File: config.mk
export PLATFORM = sky130hd
export DESIGN_NAME = rx_irq_ctrl
export DESIGN_NICKNAME = d
export VERILOG_FILES = /design/src/rtl/rx_irq_pkg.sv /design/src/rtl/rx_tmo_counter.sv /design/src/rtl/rx_irq_flag.sv /design/src/rtl/rx_irq_regs.sv /design/src/rtl/rx_irq_ctrl.sv
export SDC_FILE = /design/constraint.sdc
export NUM_CORES = 1
export LEC_CHECK = 0
export BUFFER_PORTS_ARGS = -buffer_cell sky130_fd_sc_hd__buf_2
export CORE_MARGIN = 2
export CORE_UTILIZATION = 39
export DETAILED_ROUTE_END_ITERATION = 10
export PLACE_DENSITY = 0.81
export SETUP_SLACK_MARGIN = 0.15
export SYNTH_ARGS = -nofsm -noshare
export SYNTH_HDL_FRONTEND = slang
export SYNTH_SLANG_ARGS = --single-unit
File: constraint.sdc
create_clock -name clk_i -period 2.1 [get_ports clk_i]
set_input_delay 0.315 -clock clk_i [delete_from_list [all_inputs] [get_ports clk_i]]
set_output_delay 0.315 -clock clk_i [all_outputs]
set_load 0.01 [all_outputs]
File: src/rtl/rx_irq_pkg.sv
package rx_irq_pkg;
  localparam int IRQ_N   = 2;
  localparam int IDX_OVR = 0;
  localparam int IDX_TMO = 1;
  localparam int ADDR_W  = 2;
  localparam logic [ADDR_W-1:0] A_MASK = 2'd0;
  localparam logic [ADDR_W-1:0] A_RAW  = 2'd1;
  localparam logic [ADDR_W-1:0] A_MIS  = 2'd2;
  localparam logic [ADDR_W-1:0] A_CLR  = 2'd3;
endpackage

File: src/rtl/rx_tmo_counter.sv
module rx_tmo_counter #(
  parameter int TIMEOUT_BITS = 32
) (
  input  logic clk_i,
  input  logic rst_ni,
  input  logic not_empty_i,
  input  logic restart_i,
  input  logic tick_i,
  output logic fire_o
);
  localparam int CNT_W = $clog2(TIMEOUT_BITS + 1);
  localparam logic [CNT_W-1:0] LIMIT = CNT_W'(TIMEOUT_BITS);
  localparam logic [CNT_W-1:0] LAST  = CNT_W'(TIMEOUT_BITS - 1);

  logic [CNT_W-1:0] cnt_q;
  logic             hold;

  assign hold   = !not_empty_i || restart_i;
  assign fire_o = !hold && tick_i && (cnt_q == LAST);

  always_ff @(posedge clk_i or negedge rst_ni) begin
    if (!rst_ni)                      cnt_q <= '0;
    else if (hold)                    cnt_q <= '0;
    else if (tick_i && cnt_q != LIMIT) cnt_q <= cnt_q + CNT_W'(1);
  end


  cnt_range_chk: assert property (@(posedge clk_i) disable iff (!rst_ni)
    cnt_q <= LIMIT);

  empty_hold_chk: assert property (@(posedge clk_i) disable iff (!rst_ni)
    (!not_empty_i || restart_i) |=> cnt_q == '0);

  fire_sat_chk: assert property (@(posedge clk_i) disable iff (!rst_ni)
    fire_o |=> cnt_q == LIMIT);
endmodule

File: src/rtl/rx_irq_flag.sv
module rx_irq_flag (
  input  logic clk_i,
  input  logic rst_ni,
  input  logic set_i,
  input  logic clr_i,
  output logic flag_o
);
  always_ff @(posedge clk_i or negedge rst_ni) begin
    if (!rst_ni)     flag_o <= 1'b0;
    else if (set_i)  flag_o <= 1'b1;
    else if (clr_i)  flag_o <= 1'b0;
  end


  set_wins_chk: assert property (@(posedge clk_i) disable iff (!rst_ni)
    set_i |=> flag_o);

  clr_takes_chk: assert property (@(posedge clk_i) disable iff (!rst_ni)
    (clr_i && !set_i) |=> !flag_o);

  sticky_chk: assert property (@(posedge clk_i) disable iff (!rst_ni)
    (!set_i && !clr_i) |=> $stable(flag_o));
endmodule

File: src/rtl/rx_irq_regs.sv
module rx_irq_regs
  import rx_irq_pkg::*;
#(
  parameter int DATA_W = 32
) (
  input  logic              clk_i,
  input  logic              rst_ni,
  input  logic              wr_i,
  input  logic [ADDR_W-1:0] addr_i,
  input  logic [DATA_W-1:0] wdata_i,
  input  logic [IRQ_N-1:0]  raw_i,
  output logic [IRQ_N-1:0]  mask_o,
  output logic [IRQ_N-1:0]  clr_o,
  output logic [DATA_W-1:0] rdata_o
);
  logic unused_hi;
  assign unused_hi = ^wdata_i[DATA_W-1:IRQ_N];

  always_ff @(posedge clk_i or negedge rst_ni) begin
    if (!rst_ni)                      mask_o <= '0;
    else if (wr_i && addr_i == A_MASK) mask_o <= wdata_i[IRQ_N-1:0];
  end

  assign clr_o = (wr_i && addr_i == A_CLR) ? wdata_i[IRQ_N-1:0] : '0;

  always_comb begin
    rdata_o = '0;
    case (addr_i)
      A_MASK:  rdata_o[IRQ_N-1:0] = mask_o;
      A_RAW:   rdata_o[IRQ_N-1:0] = raw_i;
      A_MIS:   rdata_o[IRQ_N-1:0] = raw_i & mask_o;
      default: rdata_o = '0;
    endcase
  end


  mask_hold_chk: assert property (@(posedge clk_i) disable iff (!rst_ni)
    !(wr_i && addr_i == A_MASK) |=> $stable(mask_o));
endmodule

File: src/rtl/rx_irq_ctrl.sv
module rx_irq_ctrl
  import rx_irq_pkg::*;
#(
  parameter int DATA_W       = 32,
  parameter int TIMEOUT_BITS = 32
) (
  input  logic              clk_i,
  input  logic              rst_ni,
  input  logic              frame_done_i,
  input  logic              fifo_full_i,
  input  logic              fifo_not_empty_i,
  input  logic              fifo_rd_i,
  input  logic              bit_tick_i,
  input  logic              reg_wr_i,
  input  logic [ADDR_W-1:0] reg_addr_i,
  input  logic [DATA_W-1:0] reg_wdata_i,
  output logic [DATA_W-1:0] reg_rdata_o,
  output logic              drop_frame_o,
  output logic              irq_o
);
  logic [IRQ_N-1:0] set_vec, clr_vec, raw, mask;
  logic             push_ok, restart, tmo_fire;

  assign drop_frame_o = frame_done_i && fifo_full_i;
  assign push_ok      = frame_done_i && !fifo_full_i;
  assign restart      = fifo_rd_i || push_ok;

  rx_tmo_counter #(.TIMEOUT_BITS(TIMEOUT_BITS)) u_tmo (
    .clk_i       (clk_i),
    .rst_ni      (rst_ni),
    .not_empty_i (fifo_not_empty_i),
    .restart_i   (restart),
    .tick_i      (bit_tick_i),
    .fire_o      (tmo_fire)
  );

  assign set_vec[IDX_OVR] = drop_frame_o;
  assign set_vec[IDX_TMO] = tmo_fire;

  for (genvar i = 0; i < IRQ_N; i++) begin : g_flag
    rx_irq_flag u_flag (
      .clk_i  (clk_i),
      .rst_ni (rst_ni),
      .set_i  (set_vec[i]),
      .clr_i  (clr_vec[i]),
      .flag_o (raw[i])
    );
  end

  rx_irq_regs #(.DATA_W(DATA_W)) u_regs (
    .clk_i   (clk_i),
    .rst_ni  (rst_ni),
    .wr_i    (reg_wr_i),
    .addr_i  (reg_addr_i),
    .wdata_i (reg_wdata_i),
    .raw_i   (raw),
    .mask_o  (mask),
    .clr_o   (clr_vec),
    .rdata_o (reg_rdata_o)
  );

  assign irq_o = |(raw & mask);


  ovr_set_chk: assert property (@(posedge clk_i) disable iff (!rst_ni)
    (frame_done_i && fifo_full_i) |=> raw[IDX_OVR]);

  irq_mask_chk: assert property (@(posedge clk_i) disable iff (!rst_ni)
    irq_o |-> (mask != '0) && (raw != '0));
endmodule

==> out/results.md <==
### Floorplanning
- 1960 um2 — area of the placeable core
- 76 — number of I/O pins
- 49.7 um — floorplan die height
- 0.415 — Initial Util
- 16 — number of rows in the core area
- 2470 um2 — die footprint
- 49.7 um — Die X-Extent

### Placed design
- 0.731 ns — pre-CTS setup slack
- 15 — Port Buf Inserts
- 0.778 — Final GP Congestion
- 130 — Cell Count Post-Placement
- 1.07 mm — HPWL after detailed placement

### Drt
- 608 — Via Count
- 4.54 — detail-routed via count per cell
- 0 — post-detailed-route DRC marker count
- 1.29 mm — detailed-route wire length
- 3 — DRC violation total after the first TritonRoute iteration
- 2 — Pre-Repair DR Iteration Count
- 9.63 um — DR WL/cell
- 0 — number of routed nets with antenna violations

### Clocking
- built — clock tree from TritonCTS
- 0.26 ns — clk_lat worst skew
- 3 — cts bufs inserted
- 0 — number of setup buffers added after CTS
- 0 — Resized cells post-CTS
- 2 — number of buffers on the longest clock path
- 10 — CTS Sinks
- 0.06 ns — post-CTS clock slew at the launch and capture registers of the worst setup and hold paths
- sky130_fd_sc_hd__clkbuf_4 — clock tree root buffer cell
- 1 — CTS H-Tree Depth
- 1 — Hold-fix buffers, CTS

### Logic synthesis
- 0 — number of warning messages in the yosys log
- 89 — cell count after synthesis
- 813 um2 — post-synthesis cell area
- 28 — number of distinct standard cells referenced by the synthesized netlist
- 0.308 — portion of the post-synthesis area used by sequential elements
- 10 — Yosys reg bits
- 9.14 um2 — Avg Inst Size Synth

### Final layout
- 3.08% — layout-stage area growth over the synthesis result
- 134 — non-filler cells, final
- 153 — post-layout net count
- 0.224 — layout cell share with drive strength beyond 1
- 203 — fill count
- 0 — Antenna diodes

### Power and ir drop
- 0.125 mW — switching pwr
- 511 nW/um2 — total power divided by cell area
- 0.354 mV — VDD IR-drop max
- 0.401 nW — LEAKAGE
- 0.303 mW — internal power contribution
- 0.213 — logic gate share of total power
- 0.495 — Reg power frac
- 0.292 — Net Sw Frac
- 0.292 — power share of the clock group

### Setup path
- inv_1 > ha_1 > nand2_1 > o41a_1 > mux2i_1 — ordered list of cells on the worst path
- sky130_fd_sc_hd__dfrtp_1 — Max stage delay cell, worst path
- u_tmo.cnt_q[0] — R2R Path End
- register — CP startpoint kind
- u_tmo.cnt_q[0] — startpoint of the worst-slack reg-to-reg timing path
- reg -> reg — crit path kind
- 5 — R2R cell count
- 0.72 ns — slack of the worst reg-to-reg path
- 0.43 ns — delay of the slowest cell on the worst path
- 5 — largest fanout on the critical path
- 1.52 ns — critical path arrival
- 2.24 ns — Critical Path RT
- register — kind of capture point of the worst setup path

### Global routing
- 0 — total overflow reported by the global router
- 2.27 mm — first-pass GRT wire length
- 0.120 — All-Layer GR Usage
- 545 — vias in the first global route
- 0 — number of antenna violations at the first check in global routing
- 11 — largest net degree at the start of global routing

### STA
- 724 MHz — Highest Clock Rate
- 0 ns — final setup TNS
- false — setup repair after global routing missed its margin
- 0.00578 ns — Clock Skews
- 0 — final-report max-slew violation count
- 0 — final setup fails
- 1.38 ns — final worst path period need
- 0 — final hold violation count
- 0.658 — portion of the clock cycle consumed by the worst path in the final layout
- 0.719 ns — minimum setup slack in the final design

### Hold path
- u_regs.mask_o[1] — hold worst-path end
- 2 — Min-Delay Path Depth
- reg_wdata_i[1] — hold wc startpoint
- in -> reg — HP Class

### Run
- 0 — max-cap violations

### Status
- complete, no violations — run status

[worst max-delay path, delay by kind of cell (launching register included)]
kind | cells | cell delay, ns
buffers and inverters | 1 | 0.10
adder cells (fa/ha/maj) | 1 | 0.18
AO/OA/AOI/OAI | 1 | 0.36
AND/OR/NAND/NOR | 1 | 0.06
multiplexers | 1 | 0.14
flip-flops | 1 | 0.43
[cell type report]
cell class                 instances  area [um2]  area share
multi-input combinational         75         435       0.519
sequential                        10         250       0.299
timing repair buffer              16        85.1       0.101
tap                               27        33.8      0.0403
clock buffer                       3        22.5      0.0269
inverter                           3        11.3      0.0134
[power groups by stage]
stage	Sequential [mW]	Clock (mW)	Combinational, mW
floorplan	0.212	0	0.100
global placement	0.214	0	0.0871
detailed placement	0.215	0	0.0899
CTS	0.211	0.130	0.0914
global route	0.213	0.141	0.102
finish	0.212	0.125	0.0914
[flip-flops by register name (all words and copies together), names as in the netlist]
name,flops
u_tmo.cnt_q,6
g_flag.u_flag.flag_o,2
u_regs.mask_o,2
[cells by family (layout without fill, tap and decap cells)]
| family | count (synthesis) | count (layout) | synth area share |
|---|---|---|---|
| buffers and inverters | 33 | 22 | 0.291 |
| AND/OR/NAND/NOR | 25 | 25 | 0.186 |
| AO/OA/AOI/OAI | 12 | 12 | 0.106 |
| flip-flops | 10 | 10 | 0.308 |
| multiplexers | 4 | 4 | 0.0523 |
| adder cells (fa/ha/maj) | 2 | 2 | 0.0308 |
| XOR/XNOR | 2 | 2 | 0.0215 |
| other | 1 | 30 | 0.00461 |
[synth_stat cells]
cell type | instances | area (um2)
sky130_fd_sc_hd__buf_4 | 30 | 225
sky130_fd_sc_hd__dfrtp_1 | 10 | 250
sky130_fd_sc_hd__nand2_1 | 6 | 22.5
sky130_fd_sc_hd__o21ai_0 | 5 | 25.0
sky130_fd_sc_hd__nand4_1 | 4 | 25.0
sky130_fd_sc_hd__nand4b_1 | 4 | 35.0
sky130_fd_sc_hd__inv_1 | 3 | 11.3
sky130_fd_sc_hd__nor2_1 | 3 | 11.3
sky130_fd_sc_hd__ha_1 | 2 | 25.0
sky130_fd_sc_hd__mux2_2 | 2 | 22.5
sky130_fd_sc_hd__mux2i_1 | 2 | 20.0
sky130_fd_sc_hd__xor2_1 | 2 | 17.5
sky130_fd_sc_hd__a21o_1 | 1 | 7.51
sky130_fd_sc_hd__a21oi_1 | 1 | 5.00
sky130_fd_sc_hd__a21oi_2 | 1 | 8.76
sky130_fd_sc_hd__a22o_1 | 1 | 8.76
sky130_fd_sc_hd__a311o_2 | 1 | 11.3
sky130_fd_sc_hd__and2_1 | 1 | 6.26
sky130_fd_sc_hd__conb_1 | 1 | 3.75
sky130_fd_sc_hd__nand3_1 | 1 | 5.00
sky130_fd_sc_hd__nand3_2 | 1 | 10.0
sky130_fd_sc_hd__nand3b_1 | 1 | 7.51
sky130_fd_sc_hd__nor2b_1 | 1 | 6.26
sky130_fd_sc_hd__nor3b_1 | 1 | 7.51
sky130_fd_sc_hd__o41a_1 | 1 | 11.3
sky130_fd_sc_hd__o41ai_1 | 1 | 8.76
sky130_fd_sc_hd__or2b_2 | 1 | 8.76
sky130_fd_sc_hd__or3_1 | 1 | 6.26
[metrics by stage]
stage	hold slack, ns	util	instance area (um2)	power [mW]
floorplan	0.0194	-	922	0.312
global route	0.302	0.427	838	0.457
finish	0.310	0.427	838	0.428
CTS	0.301	0.427	838	0.433
detailed placement	0.187	0.411	806	0.305
global placement	0.184	0.411	806	0.301
[metal layers]
| metal | vias to the layer above | GRT usage | share of wire |
|---|---|---|---|
| met1 | 287 | 0.125 | 0.38 |
| met2 | 29 | 0.218 | 0.53 |
| met5 | - | 0 | 0 |
| met3 | 4 | 0.0182 | 0.062 |
| met4 | 0 | 0.0833 | 0.026 |
| li1 | 288 | - | - |
[worst max path at each step]
stage / start / to / slack, ns / depth (start not counted)
after floorplan: u_tmo.cnt_q[0] / u_tmo.cnt_q[0] / 0.84 / 5
after global placement: u_tmo.cnt_q[0] / u_tmo.cnt_q[1] / 0.75 / 5
after detailed placement: u_tmo.cnt_q[0] / u_tmo.cnt_q[0] / 0.73 / 5
after CTS: g_flag[1].u_flag.flag_o / reg_rdata_o[1] / 0.72 / 3
after global routing: g_flag[1].u_flag.flag_o / reg_rdata_o[1] / 0.60 / 3
final: u_tmo.cnt_q[0] / u_tmo.cnt_q[0] / 0.72 / 5
[cell usage in the layout (no fill, tap or decap), types with 2 or more instances in the layout]
cell type                  Yosys  layout
sky130_fd_sc_hd__conb_1        1      30
sky130_fd_sc_hd__buf_2         0      15
sky130_fd_sc_hd__dfrtp_1      10      10
sky130_fd_sc_hd__nand2_1       6       6
sky130_fd_sc_hd__o21ai_0       5       5
sky130_fd_sc_hd__nand4_1       4       4
sky130_fd_sc_hd__nand4b_1      4       4
sky130_fd_sc_hd__inv_1         3       3
sky130_fd_sc_hd__nor2_1        3       3
sky130_fd_sc_hd__clkbuf_4      0       3
sky130_fd_sc_hd__mux2_2        2       2
sky130_fd_sc_hd__xor2_1        2       2
sky130_fd_sc_hd__mux2i_1       2       2
sky130_fd_sc_hd__ha_1          2       2
Power figures use the tool's default switching activity.
